### config.mk
export PLATFORM = sky130hd
export DESIGN_NAME = irq_req_latch
export DESIGN_NICKNAME = d
export VERILOG_FILES = /design/src/rtl/irq_pkg.sv /design/src/rtl/irq_latch_bank.sv /design/src/rtl/irq_prio_pick.sv /design/src/rtl/irq_vector_reg.sv /design/src/rtl/irq_req_latch.sv
export SDC_FILE = /design/constraint.sdc
export NUM_CORES = 1
export LEC_CHECK = 0
export BUFFER_PORTS_ARGS = -buffer_cell sky130_fd_sc_hd__buf_2
export CAP_MARGIN = 25
export CORE_AREA = 2 2 39 41
export CTS_BUF_LIST = sky130_fd_sc_hd__clkbuf_4 sky130_fd_sc_hd__clkbuf_8
export DETAILED_ROUTE_END_ITERATION = 7
export DIE_AREA = 0 0 41 43
export GPL_TIMING_DRIVEN = 0
export PLACE_DENSITY = 0.71
export SETUP_SLACK_MARGIN = 0.3
export SYNTH_ARGS = -nofsm -noshare
export SYNTH_HDL_FRONTEND = slang
export SYNTH_SLANG_ARGS = --single-unit
### constraint.sdc
create_clock -name clk -period 2.94 [get_ports clk]
set_clock_uncertainty 0.1 [all_clocks]
set_input_delay 0 -clock clk [delete_from_list [all_inputs] [get_ports clk]]
set_output_delay 0 -clock clk [all_outputs]
set_load 0.05 [all_outputs]
### src/rtl/irq_pkg.sv
package irq_pkg;
    localparam int NUM_SRC    = 3;
    localparam int FIRST_NUM  = 3;
    localparam int SLOT_WORDS = 4;
    localparam int ADDR_W     = 12;
    localparam int IDX_W      = $clog2(NUM_SRC);

    typedef logic [NUM_SRC-1:0] src_mask_t;
    typedef logic [ADDR_W-1:0]  vec_addr_t;

    typedef struct packed {
        logic             valid;
        logic [IDX_W-1:0] idx;
    } take_t;

    function automatic vec_addr_t slot_addr(vec_addr_t base, logic [IDX_W-1:0] idx);
        int off;
        off = (FIRST_NUM + int'(idx)) * SLOT_WORDS;
        return base + vec_addr_t'(off);
    endfunction

    function automatic src_mask_t idx_mask(take_t t);
        src_mask_t m;
        m = '0;
        for (int i = 0; i < NUM_SRC; i++)
            if (t.valid && t.idx == IDX_W'(i)) m[i] = 1'b1;
        return m;
    endfunction
endpackage

### src/rtl/irq_latch_bank.sv
module irq_latch_bank
    import irq_pkg::*;
(
    input  logic      clk,
    input  logic      rst,
    input  src_mask_t set_i,
    input  src_mask_t clr_i,
    output src_mask_t held_o
);
    for (genvar g = 0; g < NUM_SRC; g++) begin : g_cell
        logic cell_q;
        always_ff @(posedge clk) begin
            if (rst) cell_q <= 1'b0;
            else     cell_q <= (cell_q & ~clr_i[g]) | set_i[g];
        end
        assign held_o[g] = cell_q;
    end
endmodule

### src/rtl/irq_prio_pick.sv
module irq_prio_pick #(
    parameter int N  = 3,
    parameter int IW = $clog2(N)
) (
    input  logic [N-1:0]  mask_i,
    output logic          found_o,
    output logic [IW-1:0] idx_o
);
    always_comb begin
        found_o = |mask_i;
        idx_o   = '0;
        for (int i = N - 1; i >= 0; i--)
            if (mask_i[i]) idx_o = IW'(i);
    end
endmodule

### src/rtl/irq_vector_reg.sv
module irq_vector_reg
    import irq_pkg::*;
#(
    parameter vec_addr_t VEC_BASE = 12'h010
) (
    input  logic             clk,
    input  logic             rst,
    input  logic             rd_i,
    input  logic             ack_i,
    input  logic             found_i,
    input  logic [IDX_W-1:0] idx_i,
    output take_t            take_o,
    output vec_addr_t        vec_o
);
    take_t     take_q;
    vec_addr_t vec_q;

    always_ff @(posedge clk) begin
        if (rst) begin
            take_q <= '0;
            vec_q  <= '0;
        end else if (rd_i) begin
            take_q.valid <= found_i;
            take_q.idx   <= idx_i;
            if (found_i) vec_q <= slot_addr(VEC_BASE, idx_i);
        end else if (ack_i) begin
            take_q.valid <= 1'b0;
        end
    end

    assign take_o = take_q;
    assign vec_o  = vec_q;
endmodule

### src/rtl/irq_req_latch.sv
module irq_req_latch
    import irq_pkg::*;
#(
    parameter vec_addr_t VEC_BASE = 12'h010
) (
    input  logic                clk,
    input  logic                rst,
    input  logic [NUM_SRC-1:0]  irq_req_i,
    input  logic                inhibit_i,
    input  logic                addr_rd_i,
    input  logic                svc_ack_i,
    output logic                pending_o,
    output logic [ADDR_W-1:0]   vector_o
);
    src_mask_t        held;
    src_mask_t        clr;
    src_mask_t        remain;
    take_t            take;
    logic             found;
    logic [IDX_W-1:0] pick;

    assign clr    = svc_ack_i ? idx_mask(take) : '0;
    assign remain = held & ~clr;

    irq_latch_bank u_bank (
        .clk    (clk),
        .rst    (rst),
        .set_i  (irq_req_i),
        .clr_i  (clr),
        .held_o (held)
    );

    irq_prio_pick #(.N(NUM_SRC), .IW(IDX_W)) u_pick (
        .mask_i  (remain),
        .found_o (found),
        .idx_o   (pick)
    );

    irq_vector_reg #(.VEC_BASE(VEC_BASE)) u_vec (
        .clk     (clk),
        .rst     (rst),
        .rd_i    (addr_rd_i),
        .ack_i   (svc_ack_i),
        .found_i (found),
        .idx_i   (pick),
        .take_o  (take),
        .vec_o   (vector_o)
    );

    assign pending_o = (|held) & ~inhibit_i;
endmodule

* Word-level counts from Yosys, hierarchy flattened *
Index checks and enable logic that the tools add are counted.

cells by class
  divide/modulo/power cells = 0
  muxes and demuxes = 9
  shift operators = 0
  equal/unequal tests = 2
  bitwise logic cells = 13
  order comparisons = 0
  reduce and logical (&&, ||, !) cells = 8
  $mul = 0
  $add $sub $neg = 2

operators with widths
  kind                     count
  $add A5 B12 Y12 const A  1
  $mux W2                  3
  $reduce_or A3 Y1         2
  $mux W1                  5
  $and A1 B1 Y1            4
  $not A1 Y1               4
  $add A2 B2 Y3 const A    1
  $and A3 B3 Y3            1
  $logic_and A1 B1 Y1      3
  $mux W3                  1
  $not A3 Y3               1
  $or A1 B1 Y1             3
  $eq A2 B1 Y1 const B     1
  $eq A2 B2 Y1 const B     1
  $logic_not A2 Y1         1
  $reduce_and A2 Y1        1
  $reduce_bool A2 Y1       1

word-level totals
  register bits = 18
  memories = 0
  latch bits = 0
  logic and storage cells = 40
  bits in read-only memories = 0
  memory bits (writable) = 0
  input bits = 8

* Logic depth before layout (Yosys ltp) *
  word-level depth = 11
  mapped depth = 6
  mapped depth without buffers = 6

* By module *
A second synthesis with hierarchy kept.

unflattened totals
  cell total of the unflattened synthesis = 67
  area total of the unflattened synthesis = 568.0 µm²

by module, submodules not included
  module          area an instance (µm²)  times used  cells an instance
  irq_vector_reg  357.8                   1           38
  irq_latch_bank  127.6                   1           15
  irq_req_latch   62.6                    1           11
  irq_prio_pick   20.0                    1           3

* Worst setup path before layout *
No wires, ideal clock.

  kind = register -> register
  start = reg u_vec.take_q (netlist bit u_vec.take_o[0])
  end = reg u_vec.vec_q[3] (netlist: u_vec.vec_o[3])
  data required time = 2.719 ns
  buffers on the path = 0
  setup slack = 1.249 ns
  data arrival time = 1.470 ns
  cell stages (with the launch flop) = 7
  clock period less this slack = 1.691 ns
  cells stage by stage = dfxtp_1 > mux2_4 > o22ai_2 > nand2_1 > ha_1 > nor2_1 > mux2_4

between the ends
  cells in the longest elaborated chain, start to end = 11
  elaborated cells between the ends (all ways) = 19
  those cells by class = 2 x add/sub; 2 x eq/ne; 7 x mux; 2 x bitwise; 6 x reduce/logical

ends and longest elaborated chain
  what                    line                  RTL
  start: declaration      irq_vector_reg.sv:15  take_t take_q;
  $eq A2 B2 Y1            irq_pkg.sv:26         if (t.valid && t.idx == IDX_W'(i)) m[i] = 1'b1;
  $logic_and A1 B1 Y1     irq_pkg.sv:26
  $mux W1                 irq_pkg.sv:26
  $mux W3 (*)             irq_req_latch.sv:22   assign clr = svc_ack_i ? idx_mask(take) : '0;
  $not A3 Y3 (*)          irq_req_latch.sv:23   assign remain = held & ~clr;
  $and A3 B3 Y3 (*)       irq_req_latch.sv:23
  $mux W2 (3 in series)   irq_prio_pick.sv:13   if (mask_i[i]) idx_o = IW'(i);
  $add A2 B2 Y3           irq_pkg.sv:18         off = (FIRST_NUM + int'(idx)) * SLOT_WORDS;
  $add A5 B12 Y12         irq_pkg.sv:19         return base + vec_addr_t'(off);
  end signal: assignment  irq_vector_reg.sv:25  if (found_i) vec_q <= slot_addr(VEC_BASE, idx_i);
  end: declaration        irq_vector_reg.sv:16  vec_addr_t vec_q;

Mark *: on every way between the ends. The rest lies on a longest branch, timed or not.
A chain may end at the register's enable or synchronous reset.

* Worst setup path after layout *
Same ends and word-level chain as after synthesis.

==> results.md <==
* Max H-tree Level at 1
* Wirelength per Cell at 9.243 µm
* FFs w/ async S/R, synth at 0
* Sequential area share after synthesis at 0.3587
* Routed via count at 467
* CP required at 2990 ps
* Setup TNS at 0 ps
* Post-synthesis sequential element count at 10
* Global placer's final weighted congestion at 0.7844
* Gate power share at 0.289
* Net load switching power at 0.1307 mW
* Worst min path class: input port to output pin
* Crit Path Max Fanout at 5
* Warnings from Yosys at 0
* Final Cycle Share at 0.6169
* M3 GR Usage at 0.03141
* Main synth FF type: dfxtp_1
* Pwr/cell area at 513.7 mW/mm²
* # IOs at 21
* Die area at 0.001763 mm²
* Final Hold Violating Endpoints at 0
* Critical path, cell by cell: mux2_4 -> o22ai_2 -> nand2_1 -> ha_1 -> nor2_1 -> mux2_4
* GR Util met2 at 0.2000
* Initial DRC count at 6
* Number of flops mapped to enable cells by yosys at 0
* R2R cell count at 6
* Final Slew Violations at 0
* Hpwl dp at 763.4 µm
* Ant diodes at 0
* Core area at 0.001384 mm²
* Placed cell areas at 659.4 µm²
* Worst path max stage delay at 420 ps
* DRC viols at 0
* Input/output buffers at 11
* Synthesized instance count at 62
* Worst r2r src: u_vec.take_o[0]
* Run status: finished, final reports clean
* Ranking of synthesized cells by area: dfxtp_1 36%, buf_4 11%, mux2_4 5.4%
* Clock Latency Late Sink at 260 ps
* Int Power at 0.2626 mW
* Largest net degree at the start of global routing at 10
* GRT Overall Usage at 0.1378
* Mapped cell area at 558.0 µm²
* Setup crit end kind: flop
* Bufs on Longest Clock Path at 2
* Rows at 14
* Clock slew at reported path FFs at 70 ps
* Register share of total power at 0.395
* First-pass GRT wire length at 1.642 mm
* Critical Path Source Type: flop
* Delay-heaviest family, CP: multiplexers
* Largest family of logic cells by synthesized area: compound AO/OA/AOI/OAI gates
* CP most frequent cell: mux2_4
* Post-CTS Setup Inserts at 0
* Tightest hold margin at 203.1 ps
* Adder-cell share of the synthesized area at 0.02242
* Initial Util at 0.4033
* GR Util met1 at 0.1780
* Max-cap violations at 0
* Final setup fails at 0
* Crit path arrival time at 1870 ps
* Final WL at 989 µm
* Non-Filler Cell Area, Final at 765.7 µm²
* Post-Synth Simple-Gate Area at 0.1749
* Hold wc startpoint: inhibit_i
* TritonCTS Sinks at 10
* Crit path from: u_vec.take_o[0]
* WP depth at 6
* Sw frac at 0.3324
* Top post-synthesis cells by count: 10 x dfxtp_1, 8 x buf_4, 6 x nor2_1
* Die height at 43 µm
* Peak supply drop at 0.2062 mV
* Clock power frac at 0.316
* Worst hold stages at 3
* Synth area leader: dfxtp_1
* 1st-pass router iterations at 4
* Total gr overflow at 0
* Leak at 0.3680 nW
* Total power at 0.3933 mW
* Avg Inst Size Synth at 9.001 µm²
* Root Buffer: clkbuf_4
* Synth unique cells at 27
* Max Clk Rate at 551.3 MHz
* WP buf/inv at 0
* CTS tree: built
* Crit path to: u_vec.vec_o[3]
* Post-synth top area share at 0.3587
* Worst Setup Path Type: flop to flop
* Area added between synthesis and finish at 37.22%
* Vias per inst at 4.364
* Vias in the first global route at 394
* Initial antenna violation count at 0
* CTS Buf Count at 3
* Final Util at 0.5533
* Unrepaired setup endpoints after global routing: false
* Mux contribution to synthesized area at 0.07175
* Routed Antenna Nets at 0
* Post-layout nets at 101
* Share of post-route cells with drive strength above 1 at 0.3297
* Die X at 41 µm
* Crit-path slowest cell: dfxtp_1
* Worst r2r dst: u_vec.vec_o[3]
* Crit path time final at 1814 ps
* Most frequent cell after synthesis: dfxtp_1
* Xor and xnor area share after synthesis at 0
* Gr busiest metal: met2
* Setup slack, reg-to-reg at 1130 ps
* Compound-cell area share of the yosys netlist at 0.2175
[registers in the layout, summed over array words and instances, names as in the netlist]
| register | count |
|---|---|
| u_vec.take_o | 3 |
| u_bank.g_cell.cell_q | 3 |
| u_vec.vec_o | 4 |
[logic make-up (layout without fill, tap and decap cells)]
family	Yosys count	count (layout)
AND/OR/NAND/NOR	19	19
other	1	8
buffers and inverters	14	36
AO/OA/AOI/OAI	14	14
multiplexers	3	3
adder cells (fa/ha/maj)	1	1
flip-flops	10	10
[routing by layer]
metal / part of all wire / wire length [µm]
met5: 0 / 0
met4: 0.017 / 17
met3: 0.057 / 56
met2: 0.44 / 431
met1: 0.49 / 484
[metrics by stage]
step | std cells | setup slack, ps
after global routing | 107 | 1064
after CTS | 107 | 1132
final | 107 | 1126
after global placement | 96 | 1144
after floorplan | 69 | 1249
after detailed placement | 96 | 1141
[cell type report]
cell class / count / area, µm²
inverter: 5 / 18.77
fill: 137 / 618.1
clock buffer: 4 / 36.28
sequential: 10 / 200.2
multi-input combinational: 45 / 301.5
buffer: 9 / 63.81
tap: 16 / 20.02
timing repair buffer: 18 / 125.1
[power by group through the flow]
stage | clock (mW) | sequential (mW) | combinational (mW)
6_report | 0.124 | 0.155 | 0.114
5_1_grt | 0.136 | 0.157 | 0.122
4_1_cts | 0.131 | 0.155 | 0.114
3_5_place_dp | 0 | 0.159 | 0.106
3_3_place_gp | 0 | 0.158 | 0.106
2_1_floorplan | 0 | 0.176 | 0.0707
[worst register-to-register path: stages, from the launching register on]
cell     delay (ps)
dfxtp_1         420
mux2_4          330
o22ai_2         200
nand2_1          90
ha_1            270
nor2_1           40
mux2_4          260
[timing repair]
action | 4_1_cts | 5_1_grt
endpoints found under the hold margin | 6 | 0
hold buffers | 7 | 0
gates resized for setup | 0 | 0
[how the worst min path moves through the flow]
stage / to
2_1_floorplan: u_bank.g_cell[2].cell_q
3_3_place_gp: u_bank.g_cell[2].cell_q
3_5_place_dp: u_bank.g_cell[2].cell_q
4_1_cts: pending_o
5_1_grt: pending_o
6_report: pending_o
[cell usage in the layout (no fill, tap or decap), types with 2 or more instances in the layout]
| cell | instances |
|---|---|
| nor2_1 | 6 |
| nand2_1 | 5 |
| dfxtp_1 | 10 |
| clkbuf_4 | 3 |
| mux2_4 | 2 |
| o21a_1 | 3 |
| inv_1 | 5 |
| a21oi_1 | 4 |
| buf_4 | 8 |
| conb_1 | 8 |
| buf_2 | 11 |
| dlygate4sd3_1 | 7 |
Power figures use the tool's default switching activity.
